File: config.mk
export PLATFORM = sky130hd
export DESIGN_NAME = sine_dac_feeder
export DESIGN_NICKNAME = d
export VERILOG_FILES = /design/src/rtl/sdac_pkg.sv /design/src/rtl/sdac_sync2.sv /design/src/rtl/sdac_tick.sv /design/src/rtl/sdac_sine_rom.sv /design/src/rtl/sdac_shifter.sv /design/src/rtl/sine_dac_feeder.sv
export SDC_FILE = /design/constraint.sdc
export NUM_CORES = 1
export LEC_CHECK = 0
export ABC_AREA = 1
export BUFFER_PORTS_ARGS = -buffer_cell sky130_fd_sc_hd__buf_2
export CAP_MARGIN = 5
export CELL_PAD_IN_SITES_DETAIL_PLACEMENT = 0
export CELL_PAD_IN_SITES_GLOBAL_PLACEMENT = 1
export CORE_ASPECT_RATIO = 1.1
export CORE_MARGIN = 2
export CORE_UTILIZATION = 46
export DETAILED_ROUTE_END_ITERATION = 8
export PLACE_DENSITY = 0.76
export SYNTH_ARGS = -nofsm -noshare
export SYNTH_HDL_FRONTEND = slang
export SYNTH_HIERARCHICAL = 1
export SYNTH_SLANG_ARGS = --single-unit
File: constraint.sdc
create_clock -name clk_i -period 1.8 [get_ports clk_i]
set_input_delay 0 -clock clk_i [delete_from_list [all_inputs] [get_ports clk_i]]
set_output_delay 0 -clock clk_i [all_outputs]
set_load 0.02 [all_outputs]
File: src/rtl/sdac_pkg.sv
package sdac_pkg;

  localparam real PI_C = 3.141592653589793;

  typedef enum logic {PH_RISE = 1'b0, PH_FALL = 1'b1} bit_phase_e;

  // offset-binary sine code, evaluated at elaboration only
  function automatic int sine_code(int idx, int depth, int w);
    real amp;
    real v;
    amp = 2.0 ** (w - 1) - 1.0;
    v   = amp * $sin(2.0 * PI_C * real'(idx) / real'(depth));
    return $rtoi(2.0 ** (w - 1) + v + 0.5);
  endfunction

endpackage

File: src/rtl/sdac_sync2.sv
module sdac_sync2 (
  input  logic clk_i,
  input  logic rst_ni,
  input  logic d_i,
  output logic q_o
);
  logic [1:0] ff_q;

  always_ff @(posedge clk_i or negedge rst_ni) begin
    if (!rst_ni) ff_q <= 2'b00;
    else         ff_q <= {ff_q[0], d_i};
  end

  assign q_o = ff_q[1];
endmodule

File: src/rtl/sdac_tick.sv
module sdac_tick #(
  parameter int DIV = 4
) (
  input  logic clk_i,
  input  logic rst_ni,
  output logic tick_o
);
  localparam int CW = (DIV > 2) ? $clog2(DIV) : 1;

  logic [CW-1:0] cnt_q;

  initial assert (DIV >= 2);

  always_ff @(posedge clk_i or negedge rst_ni) begin
    if (!rst_ni)                       cnt_q <= '0;
    else if (cnt_q == CW'(DIV - 1))    cnt_q <= '0;
    else                               cnt_q <= cnt_q + 1'b1;
  end

  assign tick_o = (cnt_q == CW'(DIV - 1));

  assert_tick_single_R3: assert property (@(posedge clk_i) disable iff (!rst_ni)
    tick_o |=> !tick_o);
endmodule

File: src/rtl/sdac_sine_rom.sv
module sdac_sine_rom #(
  parameter int DEPTH = 16,
  parameter int WIDTH = 24
) (
  input  logic             clk_i,
  input  logic             rst_ni,
  input  logic             adv_i,
  output logic [WIDTH-1:0] sample_o
);
  localparam int AW = (DEPTH > 2) ? $clog2(DEPTH) : 1;

  logic [WIDTH-1:0] tbl [DEPTH];
  logic [AW-1:0]    idx_q;

  initial assert ((DEPTH & (DEPTH - 1)) == 0);

  for (genvar g = 0; g < DEPTH; g++) begin : g_tbl
    assign tbl[g] = WIDTH'(sdac_pkg::sine_code(g, DEPTH, WIDTH));
  end

  // power-of-two depth: natural overflow wraps the pointer
  always_ff @(posedge clk_i or negedge rst_ni) begin
    if (!rst_ni)    idx_q <= '0;
    else if (adv_i) idx_q <= idx_q + 1'b1;
  end

  assign sample_o = tbl[idx_q];

  assert_idx_hold_R7: assert property (@(posedge clk_i) disable iff (!rst_ni)
    !adv_i |=> $stable(idx_q));
endmodule

File: src/rtl/sdac_shifter.sv
module sdac_shifter
  import sdac_pkg::*;
#(
  parameter int WIDTH = 24
) (
  input  logic             clk_i,
  input  logic             rst_ni,
  input  logic             req_i,
  input  logic             tick_i,
  input  logic [WIDTH-1:0] sample_i,
  output logic             take_o,
  output logic             sclk_o,
  output logic             sync_no,
  output logic             sdata_o,
  output logic             busy_o
);
  localparam int CNT_W = $clog2(WIDTH);

  logic [WIDTH-1:0] shreg_q;
  logic [CNT_W-1:0] bit_cnt_q;
  bit_phase_e       phase_q;
  logic             busy_q, sync_nq, sclk_q;

  assign take_o = req_i && !busy_q;

  always_ff @(posedge clk_i or negedge rst_ni) begin
    if (!rst_ni) begin
      shreg_q   <= '0;
      bit_cnt_q <= '0;
      phase_q   <= PH_RISE;
      busy_q    <= 1'b0;
      sync_nq   <= 1'b1;
      sclk_q    <= 1'b0;
    end else if (take_o) begin
      shreg_q   <= sample_i;
      bit_cnt_q <= '0;
      phase_q   <= PH_RISE;
      busy_q    <= 1'b1;
      sync_nq   <= 1'b0;
      sclk_q    <= 1'b0;
    end else if (busy_q && tick_i) begin
      if (phase_q == PH_RISE) begin
        sclk_q  <= 1'b1;
        phase_q <= PH_FALL;
      end else begin
        sclk_q  <= 1'b0;
        phase_q <= PH_RISE;
        shreg_q <= {shreg_q[WIDTH-2:0], 1'b0};
        if (bit_cnt_q == CNT_W'(WIDTH - 1)) begin
          busy_q  <= 1'b0;
          sync_nq <= 1'b1;
        end else begin
          bit_cnt_q <= bit_cnt_q + 1'b1;
        end
      end
    end
  end

  assign sclk_o  = sclk_q;
  assign sync_no = sync_nq;
  assign sdata_o = shreg_q[WIDTH-1];
  assign busy_o  = busy_q;

  assert_sclk_on_tick_R3: assert property (@(posedge clk_i) disable iff (!rst_ni)
    !$stable(sclk_q) |-> $past(tick_i));
  assert_sdata_edge_R4: assert property (@(posedge clk_i) disable iff (!rst_ni)
    !$stable(sdata_o) |-> ($fell(sclk_q) || $fell(sync_nq)));
  assert_bitcnt_range_R5: assert property (@(posedge clk_i) disable iff (!rst_ni)
    busy_q |-> (bit_cnt_q < CNT_W'(WIDTH)));
  assert_end_on_fall_R5: assert property (@(posedge clk_i) disable iff (!rst_ni)
    $rose(sync_nq) |-> $fell(sclk_q));
  assert_busy_sync_R6: assert property (@(posedge clk_i) disable iff (!rst_ni)
    busy_q != sync_nq);
  assert_idle_sclk_R10: assert property (@(posedge clk_i) disable iff (!rst_ni)
    !busy_q |-> !sclk_q);
endmodule

File: src/rtl/sine_dac_feeder.sv
module sine_dac_feeder #(
  parameter int DIV   = 4,
  parameter int DEPTH = 16,
  parameter int WIDTH = 24
) (
  input  logic clk_i,
  input  logic rst_ni,
  input  logic start_i,
  output logic sclk_o,
  output logic sync_no,
  output logic sdata_o,
  output logic busy_o
);
  logic             start_s, tick, take;
  logic [WIDTH-1:0] sample;

  sdac_sync2 u_sync (
    .clk_i (clk_i),
    .rst_ni(rst_ni),
    .d_i   (start_i),
    .q_o   (start_s)
  );

  sdac_tick #(.DIV(DIV)) u_tick (
    .clk_i (clk_i),
    .rst_ni(rst_ni),
    .tick_o(tick)
  );

  sdac_sine_rom #(.DEPTH(DEPTH), .WIDTH(WIDTH)) u_rom (
    .clk_i   (clk_i),
    .rst_ni  (rst_ni),
    .adv_i   (take),
    .sample_o(sample)
  );

  sdac_shifter #(.WIDTH(WIDTH)) u_shift (
    .clk_i   (clk_i),
    .rst_ni  (rst_ni),
    .req_i   (start_s),
    .tick_i  (tick),
    .sample_i(sample),
    .take_o  (take),
    .sclk_o  (sclk_o),
    .sync_no (sync_no),
    .sdata_o (sdata_o),
    .busy_o  (busy_o)
  );
endmodule

; Word-level counts from Yosys, hierarchy flattened
; Memories as Yosys holds them, arrays and structs flattened.
; Cells that the tools add are included.
[word_totals]
memories = 1
ff_bits = 40
mem_bits_ro = 384
input_bits = 3
out_inout_bits = 4
word_cells = 47
[op_classes]
bitwise_logic = 1
reduce_logical = 9
order_cmp = 1
muxes = 21
addsub = 3
eq_ne = 3
[memory_table]
columns = name, words, width, rd, rd_ports_with_merged_regs, write_ports, line
row1 = (no name shown), 16, 24, 1, 0, 0, sdac_sine_rom.sv:27  ; assign sample_o = tbl[idx_q];
[op_table]
columns = cell, n
row1 = 24-bit two-way mux, 5
row2 = 5-bit two-way mux, 4
row3 = 1-bit two-way mux, 11
row4 = 3-bit AND reduction, 2
row5 = 2-bit nonzero test, 3
row6 = 5-bit by 1-bit adder with 5-bit output (second input constant), 1
row7 = 5-bit == test (second input constant), 1
row8 = 5-bit greater-or-equal comparator (second input constant), 1
row9 = 4-bit NOT with 5-bit output, 1
row10 = 4-bit by 1-bit adder with 4-bit output (second input constant), 1
row11 = 2-bit by 1-bit adder with 2-bit output (second input constant), 1
row12 = 2-bit == test (second input constant), 1
row13 = 1-bit logical AND, 2
row14 = 2-bit two-way mux, 1
row15 = 2-bit != test (second input constant), 1
row16 = 2-bit AND reduction, 1
row17 = 1-bit logical NOT, 1

; Logic depth before layout (Yosys ltp)
; Gate-level depths: netlist (run 1).
[depth]
depth_word = 5
mapped_depth = 9
depth_no_buf = 8

; Modules after synthesis
; Netlist (run 1), hierarchy kept.
[by_module_without_submodules]
columns = mod, area_each_um2, cells_each, n_inst, seq_area_each_um2
row1 = sdac_shifter, 1515.2, 181, 1, 802.0
row2 = sdac_sine_rom, 551.8, 85, 1, 100.1
row3 = sdac_tick, 66.3, 4, 1, 50.0
row4 = sdac_sync2, 50.0, 2, 1, 50.0

; Worst setup path before layout (run 1)
; No wires, ideal clock.
[synth_path]
path_kind = register to register
from = register u_rom.idx_q[0]
to = register u_shift.shreg_q[15]
arrival_ns = 1.346
stages_incl_launch_ff = 10
period_less_slack_ns = 1.470
slack_ns = 0.330
path_buffers = 1
path_cell_list = dfrtp_1 > inv_1 > ha_1 > inv_1 > nand2_1 > nand3_1 > nand2_1 > buf_4 > nand2_1 > nand3_1
[synth_between]
elab_chain_cells = 5
[synth_rtl]
columns = element, line
row1 = start: declaration, sdac_sine_rom.sv:13  ; logic [AW-1:0] idx_q;
row2 = start signal: assignment, sdac_sine_rom.sv:24  ; else if (adv_i) idx_q <= idx_q + 1'b1;
row3 = 4-bit NOT with 5-bit output (not written as such), sdac_sine_rom.sv:27
row4 = memory read 16 x 24 bit, --
row5 = 24-bit two-way mux (not written as such) (2 in a row), sdac_sine_rom.sv:27
row6 = net sample[15], sine_dac_feeder.sv:15  ; logic [WIDTH-1:0] sample;
row7 = 24-bit two-way mux, sdac_shifter.sv:34  ; end else if (take_o) begin
row8 = end signal: assignment, sdac_shifter.sv:35  ; shreg_q <= sample_i;
row9 = end signal: assignment, sdac_shifter.sv:48  ; shreg_q <= {shreg_q[WIDTH-2:0], 1'b0};
row10 = end: declaration, sdac_shifter.sv:19  ; logic [WIDTH-1:0] shreg_q;
; The timed path passes the listed nets, and every way through them passes these cells. The select of a mux whose other input is x is not followed.
; A chain may end at the register's enable or synchronous reset.

; Worst setup path in the final report (run 1)
[layout_path]
from = register u_rom.idx_q[1]
to = register u_shift.shreg_q[9]
[layout_between]
elab_chain_cells = 5
[layout_rtl]
columns = element, line
row1 = 4-bit NOT with 5-bit output (not written as such), sdac_sine_rom.sv:27
row2 = memory read 16 x 24 bit, --
row3 = 24-bit two-way mux (not written as such) (2 in a row), sdac_sine_rom.sv:27
row4 = 24-bit two-way mux, sdac_shifter.sv:34
; No other way between the ends. The select of a mux whose other input is x is not followed.

==> reports/results.ini, run 1 <==
[placement]
dp_hpwl_um = 2658
place_congestion = 0.7955
numPortBuffers = 6
place_area_sq_um = 2118

[clocking]
cts_root_buffer = clkbuf_8
cts_max_path_buffers = 2
cts_resized = 0
cts_made_buffers = 5
path_clk_slew_ns = 0.09
htreeDepth = 2
cts_tree = done
clock_sinks = 40
worst_skew_pair.late_latency_ns = 0.30

[die]
die_h_um = 76.26
rows = 26
start_util = 0.4726
die_w_um = 69.69
core_region_area_sq_um = 4619
io_pins = 7
dieArea_sq_um = 5314

[worst_setup_path]
crit_type = reg2reg
arrival_ns = 1.69
r2r_end = u_shift/shreg_q[9]
worst_setup_path_end_kind = flop
critPathMaxStageDelay_ns = 0.52
path_cells = inv_2 -> ha_1 -> inv_1 -> nand2_1 -> nand3_1 -> nand2_1 -> nand2_1 -> nand3_1
worst_ep_required_time_ns = 1.98
critPathSlowestCell = dfrtp_1
cp-start-kind = flop
crit_top_cell = nand2_1
crit_fanout = 7
r2r_start = u_rom/idx_q[1]
cp.buffers_inverters = 2
r2r_cells = 8
r2r_setup_slack_ns = 0.28
crit_family = flip-flops

[finish]
diodes = 0
synthToLayoutAreaGrowth_pct = 1.948
fin_util = 0.4819
drive_above_1_share = 0.1045
nets = 278
stdcell_area_sq_um = 2226
fill_cells = 491

[sta]
finClkSkew_ns = 0.01131
slew_violations = 0
finalSetupTns_ns = 0
period_share = 0.8427
rsz0062_at_grt = no
min_period_ns = 1.517
slew-limit-headroom = 0.6573
worst_slew_pin_slew_ns = 0.5141
holdWs_ns = 0.2895
setup_violations = 0
clock.fmax_mhz = 659.2
hold_viol = 0

[detailed_routing]
vias_per_cell = 4.978
drtIter0Drc = 62
wirelength_um = 4052
drc_errors = 0
firstDrtPassIters = 4
antenna_left = 0
wl_per_cell_um = 12.51
vias = 1613

[worst_hold_path]
hold_path_class = in2async

[global_routing]
grt_pass1_vias = 1579
globalRouteTotalUtil = 0.1709
grt.overflow.total = 0
grt_pass1_wl_um = 7210
grt_max_degree = 41
antenna_found_initial = 0

[logic_synthesis]
syn-mean-instance-area_sq_um = 8.027
ys_ff_latch = 40
yosysWarnings = 6
netlist_instances = 272
synth_area_sq_um = 2183
syn_nets = 283
synth_cell_types = 23
yosysSeqAreaShare = 0.4590

[power_and_ir_drop]
ir_worst_vdd_v = 0.0007711
leakage_nw = 1.155
power.density_nw_per_um2 = 1461
finalPower_w = 0.003252

[job]
max_cap_violations = 0

[status]
status = completed

-- cell usage in the layout (no fill, tap or decap), types with 3 or more instances in the layout --
cell	netlist	layout
nand2_1	102	102
nand3_1	45	45
dfrtp_1	39	39
inv_1	15	15
nor2_1	13	13
ha_1	8	8
buf_2	3	6
clkbuf_8	0	5
a21oi_1	5	5
o21ai_0	4	4
buf_4	14	3
inv_2	3	3
xor2_1	3	3
nand2_4	3	3
-- per-stage QoR --
stage / instances / worst slack [ns]
after floorplan: 272 / 0.3301
after global placement: 314 / 0.3301
after detailed placement: 314 / 0.2886
after CTS: 324 / 0.2718
after global routing: 324 / 0.09358
final: 324 / 0.2831
-- routing by layer --
layer	GRT usage	vias up	part of all wire
li1	-	836	-
met1	0.2264	754	0.50
met2	0.2673	14	0.46
met3	0.04101	9	0.021
met4	0.07500	0	0.020
met5	0	-	0
-- state kept, by name, indices dropped and copies added, names as in the netlist --
signal,flops
u_shift/bit_cnt_q,5
u_shift/sclk_o,1
u_shift/sync_no,1
u_sync/ff_q,2
u_shift/busy_o,1
u_shift/shreg_q,24
u_rom/idx_q,4
u_tick/cnt_q,2
-- layout make-up --
cell class,count,area [sq um],area share
Sequential cell,40,1002,0.4503
Multi-Input combinational cell,189,910.9,0.4092
Inverter,20,82.58,0.03710
Timing Repair Buffer,11,72.57,0.03260
Tap cell,56,70.07,0.03148
Clock buffer,5,68.82,0.03092
Clock inverter,3,18.77,0.008432
-- how the worst max path moves through the flow --
| stage | from | to | depth (start not counted) |
|---|---|---|---|
| 2_1_floorplan | u_rom/idx_q[0] | u_shift/shreg_q[15] | 9 |
| 3_5_place_dp | u_rom/idx_q[1] | u_shift/shreg_q[6] | 8 |
| 5_1_grt | u_rom/idx_q[0] | u_shift/shreg_q[11] | 8 |
| 4_1_cts | u_rom/idx_q[0] | u_shift/shreg_q[9] | 8 |
| 6_report | u_rom/idx_q[1] | u_shift/shreg_q[9] | 8 |
| 3_3_place_gp | u_rom/idx_q[0] | u_shift/shreg_q[6] | 8 |
-- Yosys cell counts --
| library cell | n | area (sq um) |
|---|---|---|
| ha_1 | 8 | 100.1 |
| nor2_1 | 13 | 48.80 |
| clkinv_4 | 1 | 8.760 |
| dfstp_2 | 1 | 26.28 |
| nor3_1 | 1 | 5.000 |
| o211ai_1 | 1 | 7.510 |
| a21oi_1 | 5 | 25.02 |
| nand3_4 | 1 | 17.52 |
| o21ai_1 | 1 | 5.000 |
| inv_4 | 1 | 6.260 |
| nand3_1 | 45 | 225.2 |
| nand2_4 | 3 | 33.78 |
| nor2_2 | 1 | 6.260 |
| inv_2 | 3 | 11.26 |
| o21ai_0 | 4 | 20.02 |
| inv_1 | 15 | 56.30 |
| nand2_1 | 102 | 382.9 |
| buf_2 | 3 | 15.01 |
| buf_6 | 6 | 67.56 |
| buf_4 | 14 | 105.1 |
| xor2_1 | 3 | 26.28 |
| o21a_1 | 1 | 7.510 |
| dfrtp_1 | 39 | 975.9 |
-- worst reg2reg max path: cells and delay by family, from the launching register on --
family        cells  cell delay [ns]
fa+ha+maj         1             0.34
flops             1             0.52
buf+inv           2             0.17
simple gates      5             0.38
-- power by group --
group / switching [W] / internal, W
logic: 0.000750 / 0.000417
registers: 0.000257 / 0.00123
clock network: 0.000331 / 0.000270
total: 0.00134 / 0.00191
-- logic make-up after synthesis --
family          count (synthesis)  synth area share
compound gates                 12           0.02980
xor+xnor                        3           0.01204
fa+ha+maj                       8           0.04585
buf+inv                        43            0.1238
flops                          40            0.4590
simple gates                  166            0.3295
-- timing repair --
item | CTS | global route
hold buffers | 2 | 0
setup buffers | 0 | 0
hold endpoints to repair | 40 | 0
(Power assumes the default switching activity.)
==> run 2, diff against run 1 <==
==> constraint.sdc (replaced) <==
create_clock -name clk_i -period 1.4 [get_ports clk_i]
set_input_delay 0 -clock clk_i [delete_from_list [all_inputs] [get_ports clk_i]]
set_output_delay 0 -clock clk_i [all_outputs]
set_load 0.02 [all_outputs]
==> reports/results.ini, run 2 (synthesis gave the netlist of run 1 again) <==
[sta]
slew-limit-headroom = 0.6593  ; was 0.6573
slew_violations = 0  ; unchanged
finClkSkew_ns = 0.002909  ; was 0.01131 ns
rsz0062_at_grt = yes  ; was no
setup_violations = 0  ; unchanged
period_share = 0.9491  ; was 0.8427
worst_slew_pin_slew_ns = 0.5110  ; was 0.5141 ns
min_period_ns = 1.329  ; was 1.517 ns
clock.fmax_mhz = 752.6  ; was 659.2 MHz
hold_viol = 0  ; unchanged

[power_and_ir_drop]
ir_worst_vdd_v = 0.001119  ; was 0.0007711 V
power.internal_w = 0.003043  ; was 0.001913 W
clkPwrFrac = 0.226  ; was 0.185
sw_frac_of_total = 0.3751  ; was 0.4117
finalPower_w = 0.004870  ; was 0.003252 W
combPwrFrac = 0.389  ; was 0.359
power.density_nw_per_um2 = 2001  ; was 1461 nW/um^2
sequentialPowerShare = 0.385  ; was 0.456
p_sw_w = 0.001827  ; was 0.001339 W
leakage_nw = 1.235  ; was 1.155 nW

[finish]
fill_cells = 481  ; was 491
largest-register = u_shift/shreg_q  ; unchanged
diodes = 0  ; unchanged
largest_reg_flops = 24  ; unchanged
final_common_cell = nand2_1  ; unchanged
fin_cells = 333  ; was 324
nets = 287  ; was 278
drive_above_1_share = 0.1805  ; was 0.1045
reg_top3 = u_shift/shreg_q: 24 flops, u_shift/bit_cnt_q: 5 flops, u_rom/idx_q: 4 flops  ; unchanged
stdcell_area_sq_um = 2434  ; was 2226 sq um
final_cell_mix = 96 x nand2_1, 42 x nand3_1, 37 x dfrtp_1, 14 x inv_1, 13 x nor2_1  ; was 102 x nand2_1, 45 x nand3_1, 39 x dfrtp_1, 15 x inv_1, 13 x nor2_1
synthToLayoutAreaGrowth_pct = 11.46  ; was 1.948%

[worst_setup_path]
r2r_start = u_rom/idx_q[0]  ; was u_rom/idx_q[1]
crit_type = reg2reg  ; unchanged
crit_top_cell = nand2_1  ; unchanged
r2r_cells = 8  ; unchanged
crit_fanout = 6  ; was 7
crit_family = flip-flops  ; unchanged
r2r_setup_slack_ns = 0.07  ; was 0.28 ns
critPathMaxStageDelay_ns = 0.46  ; was 0.52 ns
arrival_ns = 1.50  ; was 1.69 ns
critPathSlowestCell = dfrtp_2  ; was dfrtp_1
cp.buffers_inverters = 2  ; unchanged
worst_setup_path_end_kind = flop  ; unchanged
r2r_end = u_shift/shreg_q[6]  ; was u_shift/shreg_q[9]
worst_ep_required_time_ns = 1.57  ; was 1.98 ns
path_cells = inv_4 -> ha_4 -> inv_1 -> nand2_1 -> nand3_2 -> nand2_2 -> nand2_1 -> nand3_1  ; was inv_2 -> ha_1 -> inv_1 -> nand2_1 -> nand3_1 -> nand2_1 -> nand2_1 -> nand3_1
cp-start-kind = flop  ; unchanged

[global_routing]
globalRouteTotalUtil = 0.1695  ; was 0.1709
grt_pass1_wl_um = 7369  ; was 7210 um
grt_pass1_vias = 1554  ; was 1579
grt_max_degree = 41  ; unchanged
antenna_found_initial = 0  ; unchanged
grt.overflow.total = 0  ; unchanged

[worst_hold_path]
hold_path_class = in2async  ; unchanged

[die]
die_h_um = 76.26  ; unchanged
io_pins = 7  ; unchanged
rows = 26  ; unchanged
dieArea_sq_um = 5314  ; unchanged
start_util = 0.4726  ; unchanged
die_w_um = 69.69  ; unchanged
core_region_area_sq_um = 4619  ; unchanged

[job]
max_cap_violations = 0  ; unchanged

[clocking]
cts_tree = done  ; unchanged
cts_made_buffers = 5  ; unchanged
cts_max_path_buffers = 2  ; unchanged
clock_sinks = 40  ; unchanged
worst_skew_pair.late_latency_ns = 0.28  ; was 0.30 ns
cts_root_buffer = clkbuf_8  ; unchanged
path_clk_slew_ns = 0.08  ; was 0.09 ns
htreeDepth = 2  ; unchanged

[detailed_routing]
drc_errors = 0  ; unchanged
vias_per_cell = 4.979  ; was 4.978
wirelength_um = 4142  ; was 4052 um
wl_per_cell_um = 12.44  ; was 12.51 um
antenna_left = 0  ; unchanged
drtIter0Drc = 97  ; was 62
firstDrtPassIters = 4  ; unchanged
vias = 1658  ; was 1613

[status]
status = completed  ; unchanged

[placement]
place_congestion = 0.7576  ; was 0.7955
place_area_sq_um = 2167  ; was 2118 sq um
dp.cells = 317  ; was 314
numPortBuffers = 6  ; unchanged
dp_hpwl_um = 2734  ; was 2658 um

-- run 2: worst max-delay path by stage --
stage | from | to | cells past startpoint
3_3_place_gp | u_rom/idx_q[0] | u_shift/shreg_q[9] | 8
2_1_floorplan | u_rom/idx_q[0] | u_shift/shreg_q[15] | 9
4_1_cts | u_tick/cnt_q[0] | u_shift/bit_cnt_q[1] | 7
6_report | u_rom/idx_q[0] | u_shift/shreg_q[6] | 8
3_5_place_dp | u_rom/idx_q[0] | u_shift/shreg_q[6] | 8
5_1_grt | u_rom/idx_q[1] | u_shift/shreg_q[5] | 9
-- run 2: per-layer routing --
layer | global-route usage | share of wire | vias up
met1 | 0.2436 | 0.49 | 778
met3 | 0.03571 | 0.033 | 4
li1 | - | - | 851
met4 | 0.05192 | 0.013 | 0
met2 | 0.2587 | 0.47 | 25
met5 | 0 | 0 | -
-- run 2: per-stage QoR --
step                      utilization   TNS [ns]  hold WS (ns)  setup WS [ns]
after floorplan                     -          0       -0.2956        0.04097
after global routing           0.5268   -0.08077        0.3444       -0.02020
after global placement         0.4691          0       0.09811        0.01705
after CTS                      0.5024          0        0.3141       0.008614
final                          0.5268          0        0.2972        0.07125
after detailed placement       0.4691  -0.002813       0.09324      -0.002813
-- run 2: timing repair --
action,in CTS,in global routing
endpoints found under the setup margin,4,25
hold buffers,2,0
setup buffers,0,5
pin swaps,0,3
gates cloned,0,1
gates resized for setup,1,18
endpoints found under the hold margin,40,0
-- run 2: power groups by stage --
stage,Combinational (W),Clock [W],Sequential [W]
5_1_grt,0.00218,0.00118,0.00194
2_1_floorplan,0.00174,0,0.00187
6_report,0.00189,0.00110,0.00188
3_5_place_dp,0.00168,0,0.00189
4_1_cts,0.00168,0.00113,0.00187
3_3_place_gp,0.00167,0,0.00189
-- run 2: final cells by class --
type	instances	area, sq um	area share
Clock buffer	6	72.57	0.02982
Timing Repair Buffer	19	161.4	0.06632
Multi-Input combinational cell	189	955.9	0.3928
Sequential cell	40	1005	0.4129
Timing Repair inverter	1	8.758	0.003599
Inverter	20	100.1	0.04113
Clock inverter	2	60.06	0.02468
Tap cell	56	70.07	0.02879
-- run 2: tightest hold or removal path, cell delays in order --
cell and delay [ns]:
dlygate4sd3_1 0.52, buf_2 0.10, buf_4 0.42
